## src/rtl/pwt_pkg.sv

```systemverilog
package pwt_pkg;
  localparam int NODE_W = 16;
  localparam int OFF_W  = 48;

  typedef struct packed {
    logic [NODE_W-1:0] node;
    logic [OFF_W-1:0]  offset;
  } pwt_rec_t;
endpackage

```

## src/rtl/pwt_alloc.sv

```systemverilog
module pwt_alloc #(
  parameter int SLOTS = 4,
  localparam int TAG_W = (SLOTS > 1) ? $clog2(SLOTS) : 1
) (
  input  logic [SLOTS-1:0] avail,
  output logic             any_avail,
  output logic [TAG_W-1:0] tag,
  output logic [SLOTS-1:0] pick
);
  always_comb begin
    tag  = '0;
    pick = '0;
    for (int i = SLOTS - 1; i >= 0; i--) begin
      if (avail[i]) begin
        tag  = TAG_W'(i);
        pick = SLOTS'(1) << i;
      end
    end
  end

  assign any_avail = |avail;
endmodule

```

## src/rtl/pwt_slot.sv

```systemverilog
module pwt_slot
  import pwt_pkg::*;
(
  input  logic     clk,
  input  logic     rst_n,
  input  logic     grant,
  input  pwt_rec_t req_rec,
  input  logic     done,
  input  logic     fail,
  input  logic     clr,
  output logic     pend_q,
  output logic     err_q,
  output logic     ovf_q,
  output pwt_rec_t err_rec
);
  pwt_rec_t req_q;

  always_ff @(posedge clk) begin
    if (!rst_n) begin
      pend_q <= 1'b0;
    end else if (grant) begin
      pend_q <= 1'b1;
    end else if (done) begin
      pend_q <= 1'b0;
    end
  end

  always_ff @(posedge clk) begin
    if (grant) req_q <= req_rec;
  end

  always_ff @(posedge clk) begin
    if (!rst_n) begin
      err_q   <= 1'b0;
      ovf_q   <= 1'b0;
      err_rec <= '0;
    end else if (done && fail) begin
      if (err_q && !clr) begin
        ovf_q <= 1'b1;
      end else begin
        err_q   <= 1'b1;
        ovf_q   <= 1'b0;
        err_rec <= req_q;
      end
    end else if (clr) begin
      err_q <= 1'b0;
      ovf_q <= 1'b0;
    end
  end

  AST_ERR_HOLD: assert property (@(posedge clk) disable iff (!rst_n)
    err_q && !clr |=> err_q && $stable(err_rec));
  AST_OVF_NEEDS_ERR: assert property (@(posedge clk) disable iff (!rst_n)
    ovf_q |-> err_q);
  AST_CLR_DROPS: assert property (@(posedge clk) disable iff (!rst_n)
    clr && !(done && fail) |=> !err_q && !ovf_q);
endmodule

```

## src/rtl/posted_write_tracker.sv

```systemverilog
module posted_write_tracker
  import pwt_pkg::*;
#(
  parameter int SLOTS = 4,
  localparam int TAG_W = (SLOTS > 1) ? $clog2(SLOTS) : 1
) (
  input  logic              clk,
  input  logic              rst_n,
  input  logic              post_en,
  input  logic              req_valid,
  output logic              req_ready,
  input  logic [NODE_W-1:0] req_node,
  input  logic [OFF_W-1:0]  req_offset,
  output logic [TAG_W-1:0]  grant_tag,
  output logic              full,
  output logic [SLOTS-1:0]  pending,
  input  logic              cpl_valid,
  input  logic [TAG_W-1:0]  cpl_tag,
  input  logic              cpl_fail,
  input  logic [SLOTS-1:0]  err_clr,
  output logic [SLOTS-1:0]  err_valid,
  output logic [SLOTS-1:0]  err_ovf,
  input  logic [TAG_W-1:0]  err_sel,
  output logic [NODE_W-1:0] err_node,
  output logic [OFF_W-1:0]  err_offset,
  output logic              irq
);
  logic [SLOTS-1:0] done_vec;
  logic [SLOTS-1:0] avail;
  logic [SLOTS-1:0] pick;
  logic [SLOTS-1:0] grant_vec;
  logic             any_avail;
  logic             req_fire;
  pwt_rec_t         req_rec;
  pwt_rec_t         err_arr [SLOTS];

  assign req_rec = '{node: req_node, offset: req_offset};

  always_comb begin
    done_vec = '0;
    if (cpl_valid) done_vec = (SLOTS'(1) << cpl_tag) & pending;
  end

  assign avail = ~pending | done_vec;

  pwt_alloc #(.SLOTS(SLOTS)) u_alloc (
    .avail     (avail),
    .any_avail (any_avail),
    .tag       (grant_tag),
    .pick      (pick)
  );

  assign req_ready = post_en && any_avail;
  assign req_fire  = req_valid && req_ready;
  assign grant_vec = req_fire ? pick : '0;

  for (genvar g = 0; g < SLOTS; g++) begin : g_slot
    pwt_slot u_slot (
      .clk     (clk),
      .rst_n   (rst_n),
      .grant   (grant_vec[g]),
      .req_rec (req_rec),
      .done    (done_vec[g]),
      .fail    (cpl_fail),
      .clr     (err_clr[g]),
      .pend_q  (pending[g]),
      .err_q   (err_valid[g]),
      .ovf_q   (err_ovf[g]),
      .err_rec (err_arr[g])
    );
  end

  assign full       = &pending;
  assign irq        = |err_valid;
  assign err_node   = err_arr[err_sel].node;
  assign err_offset = err_arr[err_sel].offset;

  AST_GRANT_FREE: assert property (@(posedge clk) disable iff (!rst_n)
    req_fire |-> !pending[grant_tag] || done_vec[grant_tag]);
  AST_FULL_BLOCKS: assert property (@(posedge clk) disable iff (!rst_n)
    full && !cpl_valid |-> !req_ready);
  AST_FAIL_IRQ: assert property (@(posedge clk) disable iff (!rst_n)
    cpl_valid && cpl_fail && pending[cpl_tag] |=> irq);
  AST_GRANT_SETS: assert property (@(posedge clk) disable iff (!rst_n)
    req_fire |=> pending[$past(grant_tag)]);
  AST_DIS_HOLD: assert property (@(posedge clk) disable iff (!rst_n)
    !post_en && !cpl_valid |=> $stable(pending));
  AST_STRAY_CPL: assert property (@(posedge clk) disable iff (!rst_n)
    cpl_valid && !pending[cpl_tag] && !req_fire |=> $stable(pending));
endmodule

```

## config.mk

```make
export PLATFORM = sky130hd
export DESIGN_NAME = posted_write_tracker
export DESIGN_NICKNAME = d
export VERILOG_FILES = /design/src/rtl/pwt_pkg.sv /design/src/rtl/pwt_alloc.sv /design/src/rtl/pwt_slot.sv /design/src/rtl/posted_write_tracker.sv
export SDC_FILE = /design/constraint.sdc
export NUM_CORES = 1
export LEC_CHECK = 0
export ABC_AREA = 1
export ABC_CLOCK_PERIOD_IN_PS = 10900
export BUFFER_PORTS_ARGS = -buffer_cell sky130_fd_sc_hd__buf_2
export CAP_MARGIN = 5
export CORE_UTILIZATION = 50
export DETAILED_ROUTE_END_ITERATION = 10
export GPL_ROUTABILITY_DRIVEN = 0
export PLACE_DENSITY = 0.73
export REMOVE_ABC_BUFFERS = 1
export SLEW_MARGIN = 10
export SYNTH_ARGS = -nofsm -noshare
export SYNTH_HDL_FRONTEND = slang
export SYNTH_SLANG_ARGS = --single-unit
```

## constraint.sdc

```tcl
create_clock -name clk -period 10.9 [get_ports clk]
set_clock_uncertainty 0.1 [all_clocks]
set_input_delay 3.27 -clock clk [delete_from_list [all_inputs] [get_ports clk]]
set_output_delay 3.27 -clock clk [all_outputs]
set_load 0.01 [all_outputs]
```

Word-level counts from Yosys, hierarchy flattened

Index checks and enable logic that the tools add are counted.

Bits in registers: 524
Latch bits: 0
Memory bits (writable): 0
Memory bits (read-only): 0
Output and inout port bits: 81
Memories: 0

Add/sub/neg operators: 0
$mul: 0
Divide/modulo/power cells: 0
Order comparisons: 1
Equality and inequality tests: 4
Shift-type cells: 1
Muxes and demuxes: 41
Bitwise logic cells: 8
Reduce and logical (&&, ||, !) cells: 33

Operators with widths:

| cell                  | number |
|---|---|
| $bmux W64 S2          | 1 |
| $mux W64              | 2 |
| $mux W1               | 28 |
| $mux W4               | 6 |
| $reduce_and A2 Y1     | 8 |
| $reduce_bool A2 Y1    | 8 |
| $logic_and A1 B1 Y1   | 10 |
| $mux W2               | 4 |
| $ne A2 B2 Y1 const B  | 4 |
| $reduce_or A4 Y1      | 2 |
| $and A4 B4 Y4         | 1 |
| $logic_not A1 Y1      | 4 |
| $not A1 Y1            | 4 |
| $not A4 Y4            | 1 |
| $or A4 B4 Y4          | 1 |
| $reduce_and A4 Y1     | 1 |
| $shl A1 B2 Y4 const A | 1 |
| $ge A3 B3 Y1 const B  | 1 |
| $not A2 Y3            | 1 |

Depth between registers and ports, before layout

Word-level depth: 10
Mapped depth: 10

By module

Synthesis repeated with hierarchy kept, for this count alone.

Cell total of the unflattened synthesis: 2792
Area total of the unflattened synthesis: 22830.6 um^2

Modules (own cells, without submodules):

| module               | instances | cells an instance | area each (um^2) | sequential area each (um^2) |
|---|---|---|---|---|
| pwt_slot             | 4         | 499               | 4897.2           | 3263.1 |
| posted_write_tracker | 1         | 781               | 3176.8           | 0.0 |
| pwt_alloc            | 1         | 15                | 65.1             | 0.0 |

Least setup slack after synthesis

OpenSTA, ideal clock, no wires.

Path kind: input port to output port
Start: in err_sel[0]
End: out err_offset[10]
Data arrival time: 4.165 ns
Data required time: 7.530 ns
Slack: 3.365 ns
Cell stages on the path: 5
Path buffers: 2
Cell sequence: inv_1 -> clkbuf_1 -> clkbuf_1 -> nor2_1 -> o22ai_1

Longest elaborated chain between the ends: 4

Ends and longest elaborated chain:

| what                                        | line                       | text |
|---|---|---|
| start, declared                             | posted_write_tracker.sv:23 | `input logic [TAG_W-1:0] err_sel,` |
| $not A2 Y3 (not written as such)            | posted_write_tracker.sv:76 | `assign err_offset = err_arr[err_sel].offset;` |
| $bmux W64 S2                                | posted_write_tracker.sv:76 |  |
| $mux W64 (not written as such) (2 in a row) | posted_write_tracker.sv:76 |  |
| end, declared                               | posted_write_tracker.sv:25 | `output logic [OFF_W-1:0] err_offset,` |

Every way passes these cells. The select of a mux whose other input is x is not followed.

Final worst setup path

Same ends and word-level chain as after synthesis.

==> reports/qor.csv <==
metric,value,unit
yosysWarnings,0,
crit_slowest_cell,inv_4,
reg2reg_depth,8,
path_class,input pin to output port,
port_buffers,158,
slew_viol_final,0,
worstHoldEndpoint,g_slot[2].u_slot.err_rec[52]$_SDFFE_PN0P_,
final_cell_mix,"nor2_1, nand2_1, dfxtp_1",
netlist_area,19000,um2
cp_max_fo,95,
min_from,g_slot[2].u_slot.err_rec[52]$_SDFFE_PN0P_,
tritoncts,built,
critPathCaptureType,output port,
drt-total-wl,47600,um
initial_core_util,50.6,%
slew_headroom,24.3,%
drc_errors,0,
nets,2017,
max_freq,0.113,GHz
synth-edff-count,256,
setup_viol,0,
required,7530,ps
status,"finished, final reports clean",
layout-drive-gt1-share,13.6,%
grt_max_degree,96,
cts_root_buf,clkbuf_16,
grtUsageTotal,24.5,%
tightest_slew,1140,ps
viasPerCell,5.48,
postCtsSetupRepairBufs,0,
drtAntennaViolNets,0,
synth_flop_cell,dfxtp_1,
cts_buffers,52,
cts_resized,0,
min_period_over_period,81.1,%
fin_worst_hold_slack,361,ps
drtIter0Drc,1124,
ir_drop,130,uV
power_density,186,nW/um2
hpwl,24400,um
cts_max_level,2,
placed_cell_area,19800,um2
coreArea,37600,um2
die_x,197,um
maxCapViolations,0,
hp-class,flop to flop,
avgSynthCellArea,10.3,um2
hold_viol,0,
cp_top_family,buffers and inverters,
total_leakage_power,0.00798,uW
syn_inst,1846,
grt_overflow,0,
crit_chain,buf_4 > inv_4 > buf_4 > o21ai_0 > o22ai_1 > buf_2,
reg2reg_slack,7700,ps
cts_hold_buf,0,
hold_depth,2,
startpoint_type,input pin,
cpMostUsedCell,buf_4,
synth_seq_cells,524,
timing.rr.end,g_slot[3].u_slot.req_q[14]$_DFFE_PP_,
via_count,13700,
ys_seq_area_share,68.6,%
clk-insertion-delay-late,560,ps
async_reset_ff_share,0,%
grt_pass1_vias,13200,
ios,159,
area_growth,13.3,%
fin_ws,2060,ps
mostFrequentLayoutCell,nor2_1,
drt_first_pass_iters,5,
rsz0062_at_grt,false,
setup_tns,0,ps
detail_route.wl_per_cell,19.1,um
antenna_found_initial,5,
grt_pass1_wl,73400,um
die_h,197,um
fin_crit,8840,ps
r2r_start,g_slot[1].u_slot.pend_q$_SDFFE_PN0P_,
startpoint,err_sel[0],
clock_path_buffers,3,
final_design_area_no_fill,21500,um2
dieArea,38800,um2
clkTransAtPathRegs,60,ps
rows,71,
cts_sinks,524,
critPathBufInv,4,
pre_cts_ws,2060,ps
arrival,5470,ps
slowest_delay,800,ps
synth.distinct_cells,25,
[per-stage QoR]
step | utilization, % | power [uW] | instances
floorplan | - | 2200 | 1710
global placement | 52.8 | 2290 | 2396
detailed placement | 52.8 | 2290 | 2396
CTS | 57.3 | 4040 | 2492
global route | 57.3 | 4130 | 2494
finish | 57.3 | 4010 | 2495
[worst max path at each step]
stage,endpoint,slack [ps],cells after the start
2_1_floorplan,err_node[0],2220,3
3_3_place_gp,err_node[14],2110,6
3_5_place_dp,err_offset[10],2060,6
4_1_cts,err_offset[10],2050,6
5_1_grt,err_offset[10],1940,6
6_report,err_offset[10],2060,6
[sequential cells by signal, summed over array words and instances, names as in the netlist]
name,count
g_slot.u_slot.err_rec,256
g_slot.u_slot.req_q,256
g_slot.u_slot.err_q,4
g_slot.u_slot.ovf_q,4
g_slot.u_slot.pend_q,4
[power breakdown]
part,switching [uW],internal [uW]
clock,715,1050
combinational,114,44.3
sequential,5.31,2080
total,833,3180
[worst register-to-register path: cells and delay by family, from the launching register on]
kind	cells	cell delay, ps
buffers and inverters	3	1010
flip-flops	1	340
AND/OR/NAND/NOR	5	1310
[cell usage after synthesis (2+ instances only)]
master	n	area (um2)
clkbuf_1	76	285
nand4_1	3	18.8
buf_2	22	110
buf_4	19	143
dfxtp_1	268	5370
buf_6	12	135
buf_12	6	120
nand2_1	272	1020
o22ai_1	64	400
nor3_1	2	10.0
inv_1	28	105
nor2_1	399	1500
nor3_2	4	40.0
o21ai_0	203	1020
edfxtp_1	256	7690
a21oi_1	135	676
inv_2	8	30.0
nand3_1	3	15.0
o21ai_1	60	300
[per-layer routing]
layer | routed length (um) | GRT usage, % | vias up
met5 | 25 | 0 | -
met4 | 1100 | 7.90 | 4
met3 | 3460 | 3.98 | 87
met2 | 23000 | 41.5 | 522
met1 | 20000 | 32.1 | 6635
li1 | - | - | 6435
[cells by family after synthesis]
kind of cell	share of synthesized area, %
flops	68.6
compound gates	12.7
simple gates	13.8
buf+inv	4.91
[area by class of cell]
type,count,area (um2)
antenna,3,7.51
multi-input combinational,1150,5070
fill,3144,16000
sequential,524,13100
clock inverter,12,136
inverter,36,149
timing repair buffer,175,923
tap,511,639
clock buffer,84,1570
Power figures use the tool's default switching activity.
